File: config.mk
export PLATFORM = sky130hd
export DESIGN_NAME = mdio_master
export DESIGN_NICKNAME = d
export VERILOG_FILES = /design/src/rtl/mdio_pkg.sv /design/src/rtl/mdio_phase_timer.sv /design/src/rtl/mdio_rx_capture.sv /design/src/rtl/mdio_frame_seq.sv /design/src/rtl/mdio_master.sv
export SDC_FILE = /design/constraint.sdc
export NUM_CORES = 1
export LEC_CHECK = 0
export BUFFER_PORTS_ARGS = -buffer_cell sky130_fd_sc_hd__buf_2
export CAP_MARGIN = 25
export CORE_MARGIN = 5
export CORE_UTILIZATION = 50
export DETAILED_ROUTE_END_ITERATION = 6
export PLACE_DENSITY = 0.75
export SLEW_MARGIN = 20
export SYNTH_ARGS = -nofsm -noshare
export SYNTH_HDL_FRONTEND = slang
export SYNTH_SLANG_ARGS = --single-unit
File: constraint.sdc
create_clock -name clk -period 2.95 [get_ports clk]
set_input_delay 0.1475 -clock clk [delete_from_list [all_inputs] [get_ports clk]]
set_output_delay 0.1475 -clock clk [all_outputs]
set_load 0.005 [all_outputs]
File: src/rtl/mdio_pkg.sv
package mdio_pkg;
    localparam int ADDR_W    = 5;
    localparam int DATA_W    = 16;
    localparam int PRE_LEN   = 32;
    localparam int FLUSH_LEN = 32;
    localparam int HDR_BITS  = 4 + 2 * ADDR_W;
    localparam int FRAME_W   = HDR_BITS + 2 + DATA_W;
    localparam int CNT_W     = $clog2(PRE_LEN) + 1;

    typedef enum logic [2:0] {
        PH_IDLE,
        PH_PRE,
        PH_TX,
        PH_TA,
        PH_RX,
        PH_TAIL,
        PH_FLUSH
    } phase_e;

    typedef logic [FRAME_W-1:0] txword_t;

    // Serial word sent after the preamble, first bit in the MSB.
    function automatic txword_t build_frame(input logic is_wr,
                                            input logic [ADDR_W-1:0] pa,
                                            input logic [ADDR_W-1:0] ra,
                                            input logic [DATA_W-1:0] d);
        txword_t w;
        if (is_wr)
            w = {2'b01, 2'b01, pa, ra, 2'b10, d};
        else
            w = {2'b01, 2'b10, pa, ra, {(2 + DATA_W){1'b0}}};
        return w;
    endfunction
endpackage

File: src/rtl/mdio_phase_timer.sv
module mdio_phase_timer #(
    parameter int DIV_W = 8
) (
    input  logic             clk,
    input  logic             rst,
    input  logic             run,
    input  logic [DIV_W-1:0] half_div,
    output logic             phase_end
);
    logic [DIV_W-1:0] cnt;

    assign phase_end = run && (cnt == half_div - DIV_W'(1));

    always_ff @(posedge clk) begin
        if (rst || !run)
            cnt <= '0;
        else if (phase_end)
            cnt <= '0;
        else
            cnt <= cnt + DIV_W'(1);
    end

    // a phase never outlasts the captured divider
    a_r3_phase_in_range: assert property (@(posedge clk) disable iff (rst)
        run |-> (cnt < half_div));
endmodule

File: src/rtl/mdio_rx_capture.sv
module mdio_rx_capture #(
    parameter int W = 16
) (
    input  logic         clk,
    input  logic         rst,
    input  logic         clr,
    input  logic         shift,
    input  logic         bit_in,
    output logic [W-1:0] word
);
    always_ff @(posedge clk) begin
        if (rst || clr)
            word <= '0;
        else if (shift)
            word <= {word[W-2:0], bit_in};
    end
endmodule

File: src/rtl/mdio_frame_seq.sv
module mdio_frame_seq
    import mdio_pkg::*;
#(
    parameter int DIV_W = 8
) (
    input  logic              clk,
    input  logic              rst,
    input  logic              start,
    input  logic              wr,
    input  logic [ADDR_W-1:0] phy_addr,
    input  logic [ADDR_W-1:0] reg_addr,
    input  logic [DATA_W-1:0] wdata,
    input  logic [DIV_W-1:0]  half_div,
    input  logic              mdio_in,
    input  logic              phase_end,
    input  logic [DATA_W-1:0] rx_word,
    output logic              busy,
    output logic              done,
    output logic              err,
    output logic [DATA_W-1:0] rdata,
    output logic              mdc,
    output logic              mdio_out,
    output logic              mdio_oe,
    output logic              run,
    output logic [DIV_W-1:0]  div_q,
    output logic              rx_clr,
    output logic              rx_shift
);
    phase_e           ph;
    logic [CNT_W-1:0] cnt;
    logic [CNT_W-1:0] tx_last;
    txword_t          txsr;
    logic             wr_q;
    logic             tail_last;
    logic             accept;
    logic             slot_end;

    assign accept   = start && (ph == PH_IDLE);
    assign slot_end = phase_end && mdc;
    assign busy     = (ph != PH_IDLE);
    assign run      = busy;
    assign rx_clr   = accept;
    assign rx_shift = slot_end && (ph == PH_RX);
    assign tx_last  = wr_q ? CNT_W'(FRAME_W - 1) : CNT_W'(HDR_BITS - 1);
    assign mdio_oe  = (ph == PH_PRE) || (ph == PH_TX);
    assign mdio_out = (ph == PH_PRE) ? 1'b1 : ((ph == PH_TX) ? txsr[FRAME_W-1] : 1'b0);

    always_ff @(posedge clk) begin
        if (rst) begin
            ph        <= PH_IDLE;
            cnt       <= '0;
            mdc       <= 1'b1;
            done      <= 1'b0;
            err       <= 1'b0;
            rdata     <= '0;
            txsr      <= '0;
            wr_q      <= 1'b0;
            tail_last <= 1'b0;
            div_q     <= DIV_W'(1);
        end else begin
            done <= 1'b0;
            if (accept) begin
                ph    <= PH_PRE;
                cnt   <= '0;
                mdc   <= 1'b0;
                err   <= 1'b0;
                wr_q  <= wr;
                div_q <= half_div;
                txsr  <= build_frame(wr, phy_addr, reg_addr, wdata);
            end else if (phase_end && !mdc) begin
                mdc <= 1'b1;
            end else if (slot_end) begin
                mdc <= 1'b0;
                case (ph)
                    PH_PRE: begin
                        if (cnt == CNT_W'(PRE_LEN - 1)) begin
                            ph  <= PH_TX;
                            cnt <= '0;
                        end else
                            cnt <= cnt + CNT_W'(1);
                    end
                    PH_TX: begin
                        txsr <= {txsr[FRAME_W-2:0], 1'b0};
                        if (cnt == tx_last) begin
                            cnt       <= '0;
                            tail_last <= 1'b0;
                            ph        <= wr_q ? PH_TAIL : PH_TA;
                        end else
                            cnt <= cnt + CNT_W'(1);
                    end
                    PH_TA: begin
                        cnt <= '0;
                        ph  <= mdio_in ? PH_FLUSH : PH_RX;
                    end
                    PH_RX: begin
                        if (cnt == CNT_W'(DATA_W - 1)) begin
                            ph        <= PH_TAIL;
                            cnt       <= '0;
                            tail_last <= 1'b1;
                        end else
                            cnt <= cnt + CNT_W'(1);
                    end
                    PH_TAIL: begin
                        if (cnt == CNT_W'(tail_last)) begin
                            ph   <= PH_IDLE;
                            mdc  <= 1'b1;
                            done <= 1'b1;
                            if (!wr_q)
                                rdata <= rx_word;
                        end else
                            cnt <= cnt + CNT_W'(1);
                    end
                    PH_FLUSH: begin
                        if (cnt == CNT_W'(FLUSH_LEN - 1)) begin
                            ph    <= PH_IDLE;
                            mdc   <= 1'b1;
                            done  <= 1'b1;
                            err   <= 1'b1;
                            rdata <= '0;
                        end else
                            cnt <= cnt + CNT_W'(1);
                    end
                    default: ph <= PH_IDLE;
                endcase
            end
        end
    end

    // done lasts one cycle and never coincides with an active frame
    a_r7_done_single: assert property (@(posedge clk) disable iff (rst)
        done |=> !done);
    a_r7_done_not_busy: assert property (@(posedge clk) disable iff (rst)
        done |-> !busy);
    // the error flag only rises on completion
    a_r6_err_with_done: assert property (@(posedge clk) disable iff (rst)
        $rose(err) |-> done);
endmodule

File: src/rtl/mdio_master.sv
module mdio_master
    import mdio_pkg::*;
#(
    parameter int DIV_W = 8
) (
    input  logic              clk,
    input  logic              rst,
    input  logic              start,
    input  logic              wr,
    input  logic [ADDR_W-1:0] phy_addr,
    input  logic [ADDR_W-1:0] reg_addr,
    input  logic [DATA_W-1:0] wdata,
    input  logic [DIV_W-1:0]  half_div,
    output logic              busy,
    output logic              done,
    output logic              err,
    output logic [DATA_W-1:0] rdata,
    output logic              mdc,
    output logic              mdio_out,
    output logic              mdio_oe,
    input  logic              mdio_in
);
    logic              phase_end;
    logic              run;
    logic [DIV_W-1:0]  div_q;
    logic              rx_clr;
    logic              rx_shift;
    logic [DATA_W-1:0] rx_word;

    mdio_phase_timer #(.DIV_W(DIV_W)) u_timer (
        .clk       (clk),
        .rst       (rst),
        .run       (run),
        .half_div  (div_q),
        .phase_end (phase_end)
    );

    mdio_rx_capture #(.W(DATA_W)) u_rx (
        .clk    (clk),
        .rst    (rst),
        .clr    (rx_clr),
        .shift  (rx_shift),
        .bit_in (mdio_in),
        .word   (rx_word)
    );

    mdio_frame_seq #(.DIV_W(DIV_W)) u_seq (
        .clk       (clk),
        .rst       (rst),
        .start     (start),
        .wr        (wr),
        .phy_addr  (phy_addr),
        .reg_addr  (reg_addr),
        .wdata     (wdata),
        .half_div  (half_div),
        .mdio_in   (mdio_in),
        .phase_end (phase_end),
        .rx_word   (rx_word),
        .busy      (busy),
        .done      (done),
        .err       (err),
        .rdata     (rdata),
        .mdc       (mdc),
        .mdio_out  (mdio_out),
        .mdio_oe   (mdio_oe),
        .run       (run),
        .div_q     (div_q),
        .rx_clr    (rx_clr),
        .rx_shift  (rx_shift)
    );

    // line held steady across each high phase of the management clock
    a_r3_hold_while_high: assert property (@(posedge clk) disable iff (rst)
        (mdc && $past(mdc)) |-> ($stable(mdio_out) && $stable(mdio_oe)));
    // idle bus state
    a_r8_idle_lines: assert property (@(posedge clk) disable iff (rst)
        !busy |-> (mdc && !mdio_oe));
    // a zero divider is never accepted
    a_r8_div_nonzero: assert property (@(posedge clk) disable iff (rst)
        (start && !busy) |-> (half_div != '0));
endmodule

==> key figures, run 1 <==
Status
  • Run status: finished, final reports clean

Die
  • Overall die area: 0.01180 mm²
  • Width of the die: 108.6 µm
  • Num ports: 61
  • Placeable Area: slightly below 0.01 mm²
  • Number of standard-cell rows in the floorplan: 36
  • Die span in y: approximately 110 µm
  • Effective utilization at floorplan: 50.47%

Pwr
  • Worst IR Drop VDD: approximately 0.00030 V
  • Total power consumption of the routed design: 0.002729 W
  • LEAKAGE: between 2 and 2.5 nW
  • Power Dens Cells: 489.3 mW/mm²

Timing
  • Accumulated negative setup slack: 0 ps
  • Final hold violations: 0
  • Maximum clock skew at final layout: roughly 14 ps
  • Slew margin rel.: between 60% and 70%
  • Crit path time final: roughly 2800 ps
  • Setup repair after global routing missed its margin: no
  • Final worst-path setup slack: slightly below 200 ps
  • Fraction of the cycle the final worst path needs: around 93%
  • Number of failing setup endpoints in the final timing report: 0
  • Max Transition Viols Final: 0
  • Highest attainable clock frequency: roughly 0.36 GHz
  • Transition at the pin with the smallest max-transition slack: around 540 ps

Synthesis
  • Primary flip-flop cell chosen by synthesis mapping: dfxtp_1
  • Area fraction of the dominant cell type after synthesis: between 30% and 40%
  • Number of flops mapped to enable cells by yosys: 0
  • Synthesized netlist net count: a little under 600
  • Post-Synthesis Cells: 555
  • Most frequent cell after synthesis: dfxtp_1
  • Most frequent cells after synthesis: dfxtp_1 (94), nand2_1 (87), a21oi_1 (38)
  • Cell area after technology mapping: approximately 0.0049 mm²
  • Cell type contributing the most total cell area after synthesis: dfxtp_1
  • Unique masters post-synth: 61
  • Flop and latch count out of synthesis: 94
  • Warnings from Yosys: 0
  • Main area contributors after synthesis: dfxtp_1 (39%), nand2_1 (6.7%), mux2i_1 (5.6%), o211a_1 (5.6%), o211ai_2 (5.1%)
  • Post-synthesis sequential area ratio: about two fifths
  • Share of synthesized registers carrying an async set or reset: 0%
  • Syn_area_per_cell: 8.765 µm²

Routing
  • Via Count: approximately 4300
  • Routed via count divided by cell count: 5.686
  • Drt total wl: 10.88 mm
  • DRC violations left: 0
  • Routed wirelength normalized by instance count: 14.48 µm
  • First-pass detailed-route iteration total: 5
  • Routed Antenna Nets: 0
  • Violation count after the first detailed-route iteration: around 340

Cells and area
  • Diodes inserted: 0
  • Fill cells: 894
  • Final core area utilization: 57.87%
  • Layout net count: 655
  • Fraction of final layout cells with drive strength greater than 1: 23.14%
  • Area Overhead vs Synth: 14.66%
  • Post-route cell area: about 0.0056 mm²

GRT
  • Initial antenna violation count: 0
  • Total congestion overflow: 0
  • First-pass GRT wire length: approximately 19 mm
  • Via count of the first global-routing pass: 4090
  • Largest net degree at the start of global routing: 49
  • Total routing resource utilization after global routing: a little under a fifth

Setup path
  • Gate family responsible for the most delay along the worst path: compound AO/OA/AOI/OAI gates
  • Reg-to-reg slack, setup: between 150 and 200 ps
  • Crit-path max FO: 19
  • CP Buf/Inv Count: 2
  • Required arrival time at the worst endpoint: approximately 3200 ps
  • Peak per-stage delay on the critical path: ~500 ps
  • Critical Path Start: u_seq.div_q[1]
  • Startpoint of the lowest-slack register-to-register path: u_seq.div_q[1]
  • WP data arrival: 3020 ps
  • Category of the worst setup path capture point: flip-flop
  • Slowest cell on the critical path: or4_4
  • Worst-path cell chain: inv_1, ha_1, o21ba_1, a221oi_1, a41oi_1, or4_4, a211oi_2, nor3_4, buf_8, mux2_1
  • Category of the most critical setup path: reg -> reg
  • Crit path launch type: flip-flop

Clock network
  • Clock transition time at the flip-flop clock pins of the worst setup and hold paths: ~100 ps
  • Quantity of gates resized following cts: 0
  • Clock buffer depth: 2
  • Sink Count: 94
  • Clock tree from TritonCTS: done
  • Clock latency on the worst-skew pair: around 370 ps
  • H-tree depth: 3
  • CTS Root Cell: clkbuf_8
  • Clock buffers created by TritonCTS: 9

Placement
  • DPL Wire Length: ~7.7 mm
  • Gpl congestion: between 0.8 and 0.9
  • Setup slack after placement: 128.2 ps
  • # port buffers: 60
  • Dpl cell area: 0.005360 mm²

Hold path
  • Hold crit path type: in -> reg
  • HP Start: half_div[6]

Run
  • Count of maximum capacitance violations: 0
==> per-layer routing <==
layer	GRT usage, %	wire (µm)
met4	5.410	157
met2	32.08	5177
met3	4.618	671
met5	0	0
met1	24.41	4869
==> placed cells by master (no fill, tap or decap), types with 4 or more instances in the layout <==
cell type  count
xnor2_1       10
a21oi_1       38
nand2_1       87
and3_1        19
buf_2         60
o21ai_0       30
o211ai_1      12
o211a_1       27
o31ai_1        4
clkbuf_8       9
inv_1         12
dfxtp_1       94
buf_4         27
mux2i_1       27
o211ai_2      20
xor2_1         9
nor3_1         6
or4_1          6
nand3_1       33
nor2_1        18
==> flip-flops by register name, summed over array words and instances, names as in the netlist <==
signal and count:
u_rx.word 16, u_seq.cnt 6, u_seq.div_q 8, u_seq.done 1, u_seq.err 1, u_seq.mdc 1, u_seq.ph 3, u_seq.rdata 16
u_seq.tail_last 1, u_seq.txsr 32, u_seq.wr_q 1, u_timer.cnt 8
==> layout make-up <==
| type | instances | area (µm²) | area share (%) |
|---|---|---|---|
| multi-input cells | 405 | 2724 | 48.83 |
| flip-flops and latches | 94 | 1882 | 33.74 |
| repair buffers | 91 | 568.0 | 10.18 |
| well taps | 133 | 166.4 | 2.983 |
| clock buffers | 9 | 123.9 | 2.221 |
| clock inverters | 7 | 68.82 | 1.234 |
| inverters | 12 | 45.04 | 0.8075 |
==> report_power, final <==
group | internal, W | switching [W]
combinational | 0.000235 | 0.000289
sequential | 0.00133 | 0.0000403
clock | 0.000328 | 0.000503
total | 0.00190 | 0.000832
==> path summary, 6_finish.rpt <==
kind / end / cells after the start
max: u_seq.txsr[15] / 10
max reg2reg: u_seq.txsr[15] / 10
min: u_seq.div_q[6] / 3
min reg2reg: u_seq.rdata[2] / 2
==> repair_timing <==
item	4_1_cts	5_1_grt
hold buffers	1	0
hold endpoints to repair	1	0
setup buffers	0	2
endpoints found under the setup margin	0	1
==> worst register-to-register path: cells and delay by family, from the launching register on <==
family                   cells  cell delay [ps]
adder cells (fa/ha/maj)      1              250
AND/OR/NAND/NOR              2              600
multiplexers                 1              310
AO/OA/AOI/OAI                4              870
flip-flops                   1              380
buffers and inverters        2              240
==> logic make-up after synthesis <==
group	after synthesis	share of synthesized area (%)
compound gates	164	26.34
mux	28	5.787
flops	94	38.68
simple gates	191	19.34
buf+inv	56	5.658
fa+ha+maj	3	0.7717
xor+xnor	19	3.421
==> metrics by stage <==
step                      cells  hold WS (ps)
after detailed placement    732         395.2
after global placement      730         388.2
final                       751         14.42
after floorplan             555         283.5
after global routing        751         10.47
after CTS                   749         3.435
(Power assumes the default switching activity.)
==> run 2, diff against run 1 <==
--- a/config.mk
+++ b/config.mk
@@ -7,10 +7,13 @@
 export LEC_CHECK = 0
 export BUFFER_PORTS_ARGS = -buffer_cell sky130_fd_sc_hd__buf_2
 export CAP_MARGIN = 25
+export CELL_PAD_IN_SITES_DETAIL_PLACEMENT = 1
+export CELL_PAD_IN_SITES_GLOBAL_PLACEMENT = 1
+export CORE_ASPECT_RATIO = 1.75
 export CORE_MARGIN = 5
-export CORE_UTILIZATION = 50
+export CORE_UTILIZATION = 40
 export DETAILED_ROUTE_END_ITERATION = 6
-export PLACE_DENSITY = 0.75
+export PLACE_DENSITY = 0.79
 export SLEW_MARGIN = 20
 export SYNTH_ARGS = -nofsm -noshare
 export SYNTH_HDL_FRONTEND = slang
==> key figures, run 2 (synthesized netlist as in run 1, its figures left out) <==
Setup path
  • Crit path launch type: flip-flop (unchanged)
  • WP data arrival: 3010 ps (was 3020 ps)
  • Critical Path Start: u_seq.div_q[1] (unchanged)
  • Crit-path max FO: 19 (unchanged)
  • Category of the most critical setup path: reg -> reg (unchanged)
  • Startpoint of the lowest-slack register-to-register path: u_seq.div_q[1] (unchanged)
  • Reg-to-reg slack, setup: 190 ps (about the same)
  • Category of the worst setup path capture point: flip-flop (unchanged)
  • Required arrival time at the worst endpoint: 3200 ps (was 3210 ps)

Timing
  • Max Transition Viols Final: 0 (unchanged)
  • Setup repair after global routing missed its margin: no (unchanged)
  • Crit path time final: 2760 ps (was 2758 ps)
  • Maximum clock skew at final layout: 7.525 ps (was 14.33 ps)
  • Fraction of the cycle the final worst path needs: 93.56% (was 93.48%)
  • Minimum hold slack: 37.86 ps (was 14.42 ps)
  • Final hold violations: 0 (unchanged)
  • Slew margin rel.: 50.23% (was 63.74%)
  • Highest attainable clock frequency: 0.3623 GHz (was 0.3626 GHz)
  • Number of failing setup endpoints in the final timing report: 0 (unchanged)
  • Transition at the pin with the smallest max-transition slack: 746.5 ps (was 542.3 ps)

Routing
  • DRC violations left: 0 (unchanged)
  • First-pass detailed-route iteration total: 4 (was 5)
  • Violation count after the first detailed-route iteration: 226 (was 339)
  • Routed via count divided by cell count: 5.609 (was 5.686)
  • Routed wirelength normalized by instance count: 16.84 µm (was 14.48 µm)
  • Via Count: 4364 (was 4270)
  • DRT met1 WL: 5.144 mm (was 4.869 mm)
  • Met3 WL post-DR: 480 µm (was 671 µm)
  • Met2 routed WL: 7.100 mm (was 5.177 mm)
  • Uppermost metal layer occupied by signal nets: met4 (unchanged)
  • Drt total wl: 13.11 mm (was 10.88 mm)
  • Routed Antenna Nets: 0 (unchanged)

Pwr
  • LEAKAGE: 2.506 nW (was 2.465 nW)
  • Flop pwr share: 42.9% (was 50.4%)
  • Clock Power Share: 40.3% (was 30.4%)
  • Worst IR Drop VDD: 0.0003333 V (was 0.0002962 V)
  • Net switching fraction of the power: 27.78% (was 30.49%)
  • Total net switching power: 0.0008950 W (was 0.0008322 W)
  • Power Dens Cells: 560.4 mW/mm² (was 489.3 mW/mm²)
  • Combinational power share: 16.8% (was 19.2%)
  • Total power consumption of the routed design: 0.003222 W (was 0.002729 W)
  • Internal power consumption: 0.002327 W (was 0.001897 W)

Clock network
  • Sink Count: 94 (unchanged)
  • Clock latency on the worst-skew pair: 350 ps (was 370 ps)
  • Clock buffers created by TritonCTS: 9 (unchanged)
  • Clock buffer depth: 2 (unchanged)
  • CTS Root Cell: clkbuf_16 (was clkbuf_8)
  • Hold_buf cts: 0 (was 1)
  • H-tree depth: 3 (unchanged)
  • Clock transition time at the flip-flop clock pins of the worst setup and hold paths: 70 ps (was 100 ps)
  • Clock tree from TritonCTS: done (unchanged)

GRT
  • First-pass GRT wire length: 22.27 mm (was 18.57 mm)
  • Largest net degree at the start of global routing: 63 (was 49)
  • Initial antenna violation count: 0 (unchanged)
  • Via count of the first global-routing pass: 4700 (was 4090)
  • Total congestion overflow: 0 (unchanged)
  • Total routing resource utilization after global routing: 18.94% (was 19.08%)

Die
  • Placeable Area: 0.01200 mm² (was 0.009639 mm²)
  • Die span in y: 155.9 µm (was 108.6 µm)
  • Num ports: 61 (unchanged)
  • Number of standard-cell rows in the floorplan: 53 (was 36)
  • Overall die area: 0.01455 mm² (was 0.01180 mm²)
  • Width of the die: 93.37 µm (was 108.6 µm)
  • Effective utilization at floorplan: 40.53% (was 50.47%)

Placement
  • # port buffers: 60 (unchanged)
  • Gpl congestion: 0.8874 (was 0.8672)
  • DPL Wire Length: 9.341 mm (was 7.661 mm)

Run
  • Count of maximum capacitance violations: 0 (unchanged)

Status
  • Run status: finished, final reports clean (unchanged)

Cells and area
  • Diodes inserted: 0 (unchanged)
  • Fill cells: 1433 (was 894)
  • Largest register by flop count: u_seq.txsr (unchanged)
  • Layout net count: 650 (was 655)
  • Fraction of final layout cells with drive strength greater than 1: 23.16% (was 23.14%)
  • Commonest non-fill, non-tap cell in the layout: dfxtp_1 (unchanged)
  • Flip-flop count of the largest register after layout: 32 (unchanged)
  • Largest registers in the final layout: u_seq.txsr x32, u_rx.word x16, u_seq.rdata x16 (unchanged)
  • Commonest cells after routing, fill and taps aside: dfxtp_1 (94), nand2_1 (87), buf_2 (60), a21oi_1 (37), nand3_1 (33) (was dfxtp_1 (94), nand2_1 (87), buf_2 (60), a21oi_1 (38), nand3_1 (33))
  • Area Overhead vs Synth: 18.18% (was 14.66%)

Hold path
  • HP Start: half_div[3] (was half_div[6])
  • Hold crit path type: in -> reg (unchanged)
## run 2: final timing paths
| check | endpoint | cells after the start |
|---|---|---|
| min reg2reg | u_seq.rdata[14] | 2 |
| max reg2reg | u_seq.txsr[16] | 10 |
| min | u_seq.div_q[3] | 3 |
| max | u_seq.txsr[16] | 10 |
## run 2: power groups by stage
stage / Combinational [W] / Sequential (W) / Clock, W
floorplan: 0.000371 / 0.00140 / 0
global placement: 0.000509 / 0.00141 / 0
detailed placement: 0.000526 / 0.00141 / 0
CTS: 0.000540 / 0.00138 / 0.00134
global route: 0.000596 / 0.00139 / 0.00139
finish: 0.000542 / 0.00138 / 0.00130
## run 2: final cells by class
type	count	area, µm²	share of cell area, %
clock buffers	9	225.2	3.917
clock inverters	7	105.1	1.828
inverters	12	45.04	0.7835
multi-input cells	405	2753	47.88
flip-flops and latches	94	1882	32.73
well taps	165	206.4	3.591
repair buffers	86	533.0	9.271
## run 2: through the flow
stage	utilization, %	instance area, µm²	setup TNS, ps	setup WS (ps)	cells
global route	47.90	5749	0	14.55	778
finish	47.90	5749	0	189.9	778
detailed placement	44.82	5380	-9.643	-9.643	761
CTS	47.76	5733	0	17.99	777
global placement	44.79	5376	0	125.2	761
floorplan	-	4865	0	320.6	555
## run 2: timing repair
action,in CTS,in global routing
gates resized for setup,3,2
endpoints found under the setup margin,21,43
pin swaps,0,1
buffers inserted,0,1
## run 2: per-layer routing
metal  GRT usage [%]  up-vias
met5               0        -
met1           20.39     2124
met4           8.456        0
li1                -     2129
met3           4.151       26
met2           34.74       85
## run 2: critical path, cell delays in order, from the launching register on
cell      delay [ps]
dfxtp_1          380
inv_1             70
ha_2             220
o21ba_1          230
a221oi_2         290
a41oi_1          110
or4_4            520
a211oi_4         300
nor3_4           110
buf_12           180
o32ai_1          240
==> run 3, diff against run 2 <==
--- a/config.mk
+++ b/config.mk
@@ -12,8 +12,10 @@
 export CORE_ASPECT_RATIO = 1.75
 export CORE_MARGIN = 5
 export CORE_UTILIZATION = 40
+export CTS_BUF_LIST = sky130_fd_sc_hd__clkbuf_8 sky130_fd_sc_hd__clkbuf_16
 export DETAILED_ROUTE_END_ITERATION = 6
 export PLACE_DENSITY = 0.79
+export SKIP_CTS_REPAIR_TIMING = 1
 export SLEW_MARGIN = 20
 export SYNTH_ARGS = -nofsm -noshare
 export SYNTH_HDL_FRONTEND = slang
==> key figures, run 3 (synthesized netlist as in run 1, its figures left out) <==
Routing
  • Routed wirelength normalized by instance count: 16.87 µm (was 16.84 µm)
  • Routed via count divided by cell count: 5.587 (was 5.609)
  • First-pass detailed-route iteration total: 4 (unchanged)
  • Via Count: 4352 (was 4364)
  • Violation count after the first detailed-route iteration: 267 (was 226)
  • Drt total wl: 13.14 mm (was 13.11 mm)
  • DRC violations left: 0 (unchanged)
  • Routed Antenna Nets: 0 (unchanged)

Clock network
  • CTS Root Cell: clkbuf_16 (unchanged)
  • Clock latency on the worst-skew pair: 350 ps (about the same)
  • Clock tree from TritonCTS: done (unchanged)
  • Clock transition time at the flip-flop clock pins of the worst setup and hold paths: 70 ps (about the same)
  • H-tree depth: 3 (unchanged)
  • Clock buffer depth: 2 (unchanged)
  • Clock buffers created by TritonCTS: 9 (unchanged)
  • Sink Count: 94 (unchanged)

GRT
  • Total congestion overflow: 0 (unchanged)
  • Largest net degree at the start of global routing: 63 (unchanged)
  • Total routing resource utilization after global routing: 18.91% (was 18.94%)
  • Initial antenna violation count: 0 (unchanged)
  • Via count of the first global-routing pass: 4685 (was 4700)
  • First-pass GRT wire length: 22.24 mm (was 22.27 mm)

Hold path
  • HP Start: half_div[3] (unchanged)
  • Worst-case hold path end point: u_seq.div_q[3] (unchanged)
  • Worst hold path stage count: 3 (unchanged)
  • Hold crit path type: in -> reg (unchanged)

Cells and area
  • Largest register by flop count: u_seq.txsr (unchanged)
  • Commonest non-fill, non-tap cell in the layout: dfxtp_1 (unchanged)
  • Diodes inserted: 0 (unchanged)
  • Layout net count: 651 (was 650)
  • Flip-flop count of the largest register after layout: 32 (unchanged)
  • Final cell count without fillers: 779 (was 778)
  • Largest registers in the final layout: u_seq.txsr x32, u_rx.word x16, u_seq.rdata x16 (unchanged)
  • Fraction of final layout cells with drive strength greater than 1: 23.29% (was 23.16%)
  • Commonest cells after routing, fill and taps aside: dfxtp_1 (94), nand2_1 (87), buf_2 (60), a21oi_1 (37), nand3_1 (33) (unchanged)
  • Final core area utilization: 47.96% (was 47.90%)
  • Area Overhead vs Synth: 18.34% (was 18.18%)

Run
  • Count of maximum capacitance violations: 0 (unchanged)

Timing
  • Setup repair after global routing missed its margin: no (unchanged)
  • Final worst-path setup slack: 149.4 ps (was 189.9 ps)
  • Max Transition Viols Final: 0 (unchanged)
  • Crit path time final: 2801 ps (was 2760 ps)
  • Number of failing setup endpoints in the final timing report: 0 (unchanged)
  • Slew margin rel.: 49.79% (was 50.23%)
  • Transition at the pin with the smallest max-transition slack: 753.1 ps (was 746.5 ps)
  • Highest attainable clock frequency: 0.3571 GHz (was 0.3623 GHz)
  • Final hold violations: 0 (unchanged)
  • Minimum hold slack: 38.21 ps (was 37.86 ps)
  • Maximum clock skew at final layout: 7.347 ps (was 7.525 ps)
  • Fraction of the cycle the final worst path needs: 94.94% (was 93.56%)
  • Accumulated negative setup slack: 0 ps (unchanged)

Setup path
  • Category of the most critical setup path: reg -> reg (unchanged)
  • Crit path launch type: flip-flop (unchanged)
  • CP Buf/Inv Count: 2 (unchanged)
  • WP data arrival: 3080 ps (was 3010 ps)
  • Reg-to-reg slack, setup: 150 ps (was 190 ps)
  • Slowest cell on the critical path: or4_1 (was or4_4)
  • Endpoint of the most critical register-to-register path: u_seq.cnt[2] (was u_seq.txsr[16])
  • Number of cell instances on the worst register-to-register path: 10 (unchanged)
  • Crit-path max FO: 10 (was 19)
  • Worst-path cell chain: inv_1, ha_2, o21ba_1, a221oi_2, a41oi_1, nor4_2, buf_4, o211ai_4, or4_1, a21oi_1 (was inv_1, ha_2, o21ba_1, a221oi_2, a41oi_1, or4_4, a211oi_4, nor3_4, buf_12, o32ai_1)
  • Peak per-stage delay on the critical path: 570 ps (was 520 ps)
  • Required arrival time at the worst endpoint: 3230 ps (was 3200 ps)
  • Category of the worst setup path capture point: flip-flop (unchanged)
  • Gate family responsible for the most delay along the worst path: simple AND/OR/NAND/NOR gates (was compound AO/OA/AOI/OAI gates)
  • Startpoint of the lowest-slack register-to-register path: u_seq.div_q[0] (was u_seq.div_q[1])

Pwr
  • Worst IR Drop VDD: 0.0003318 V (was 0.0003333 V)
  • Power Dens Cells: 559.9 mW/mm² (was 560.4 mW/mm²)
  • LEAKAGE: 2.513 nW (was 2.506 nW)

Placement
  • # port buffers: 60 (unchanged)
  • Gpl congestion: 0.8874 (unchanged)
  • Setup slack after placement: -9.643 ps (unchanged)
  • Placed Cells incl. Taps: 761 (unchanged)
  • DPL Wire Length: 9.341 mm (unchanged)

Die
  • Num ports: 61 (unchanged)
  • Width of the die: 93.37 µm (unchanged)
  • Effective utilization at floorplan: 40.53% (unchanged)
  • Die span in y: 155.9 µm (unchanged)
  • Placeable Area: 0.01200 mm² (unchanged)
  • Overall die area: 0.01455 mm² (unchanged)
  • Number of standard-cell rows in the floorplan: 53 (unchanged)

Status
  • Run status: finished, final reports clean (unchanged)
run 3: cell count changes in the layout (fill, tap and decap cells not counted):
cell	before	now
buf_4	23	24
o311ai_0	3	2
o311ai_1	0	1
run 3: worst max path at each step:
| stage | from | to | slack, ps | depth (start not counted) |
|---|---|---|---|---|
| 6_report | u_seq.div_q[0] | u_seq.cnt[2] | 150 | 10 |
| 3_5_place_dp | u_seq.div_q[1] | u_seq.txsr[15] | -10 | 9 |
| 5_1_grt | u_seq.div_q[1] | u_seq.ph[2] | 5 | 10 |
| 2_1_floorplan | u_seq.div_q[0] | u_seq.ph[0] | 320 | 11 |
| 3_3_place_gp | u_seq.div_q[1] | u_seq.txsr[15] | 130 | 9 |
| 4_1_cts | u_seq.div_q[0] | u_seq.txsr[15] | -170 | 9 |
run 3: tightest hold or removal path: cells and delay by family:
family	cells	cell delay, ps
buffers and inverters	1	100
and+or+nand+nor	1	50
AOI/OAI and AO/OA	1	50
run 3: final cells by class:
cell class	count	area (µm²)
fill	1430	6246
inverter	12	45.04
timing repair buffer	87	540.5
clock inverter	7	105.1
clock buffer	9	225.2
sequential	94	1882
multi-input combinational	405	2753
tap	165	206.4
run 3: metrics by stage:
| stage | power [W] | area [µm²] |
|---|---|---|
| floorplan | 0.001767 | 4865 |
| global placement | 0.001914 | 5376 |
| detailed placement | 0.001935 | 5380 |
| CTS | 0.003250 | 5710 |
| global route | 0.003373 | 5757 |
| finish | 0.003223 | 5757 |
run 3: per-layer routing:
layer | vias up | share of wire, % | wire, µm | track usage, %
met5 | - | 0 | 0 | 0
met4 | 0 | 2.6 | 337 | 7.547
met3 | 25 | 3.6 | 471 | 4.054
met2 | 82 | 54 | 7156 | 35.15
met1 | 2116 | 39 | 5177 | 20.37
li1 | 2129 | - | - | -
run 3: where the power goes:
group | internal [W] | switching [W]
sequential | 0.00133 | 0.0000466
combinational | 0.000236 | 0.000308
clock | 0.000758 | 0.000540
total | 0.00233 | 0.000895
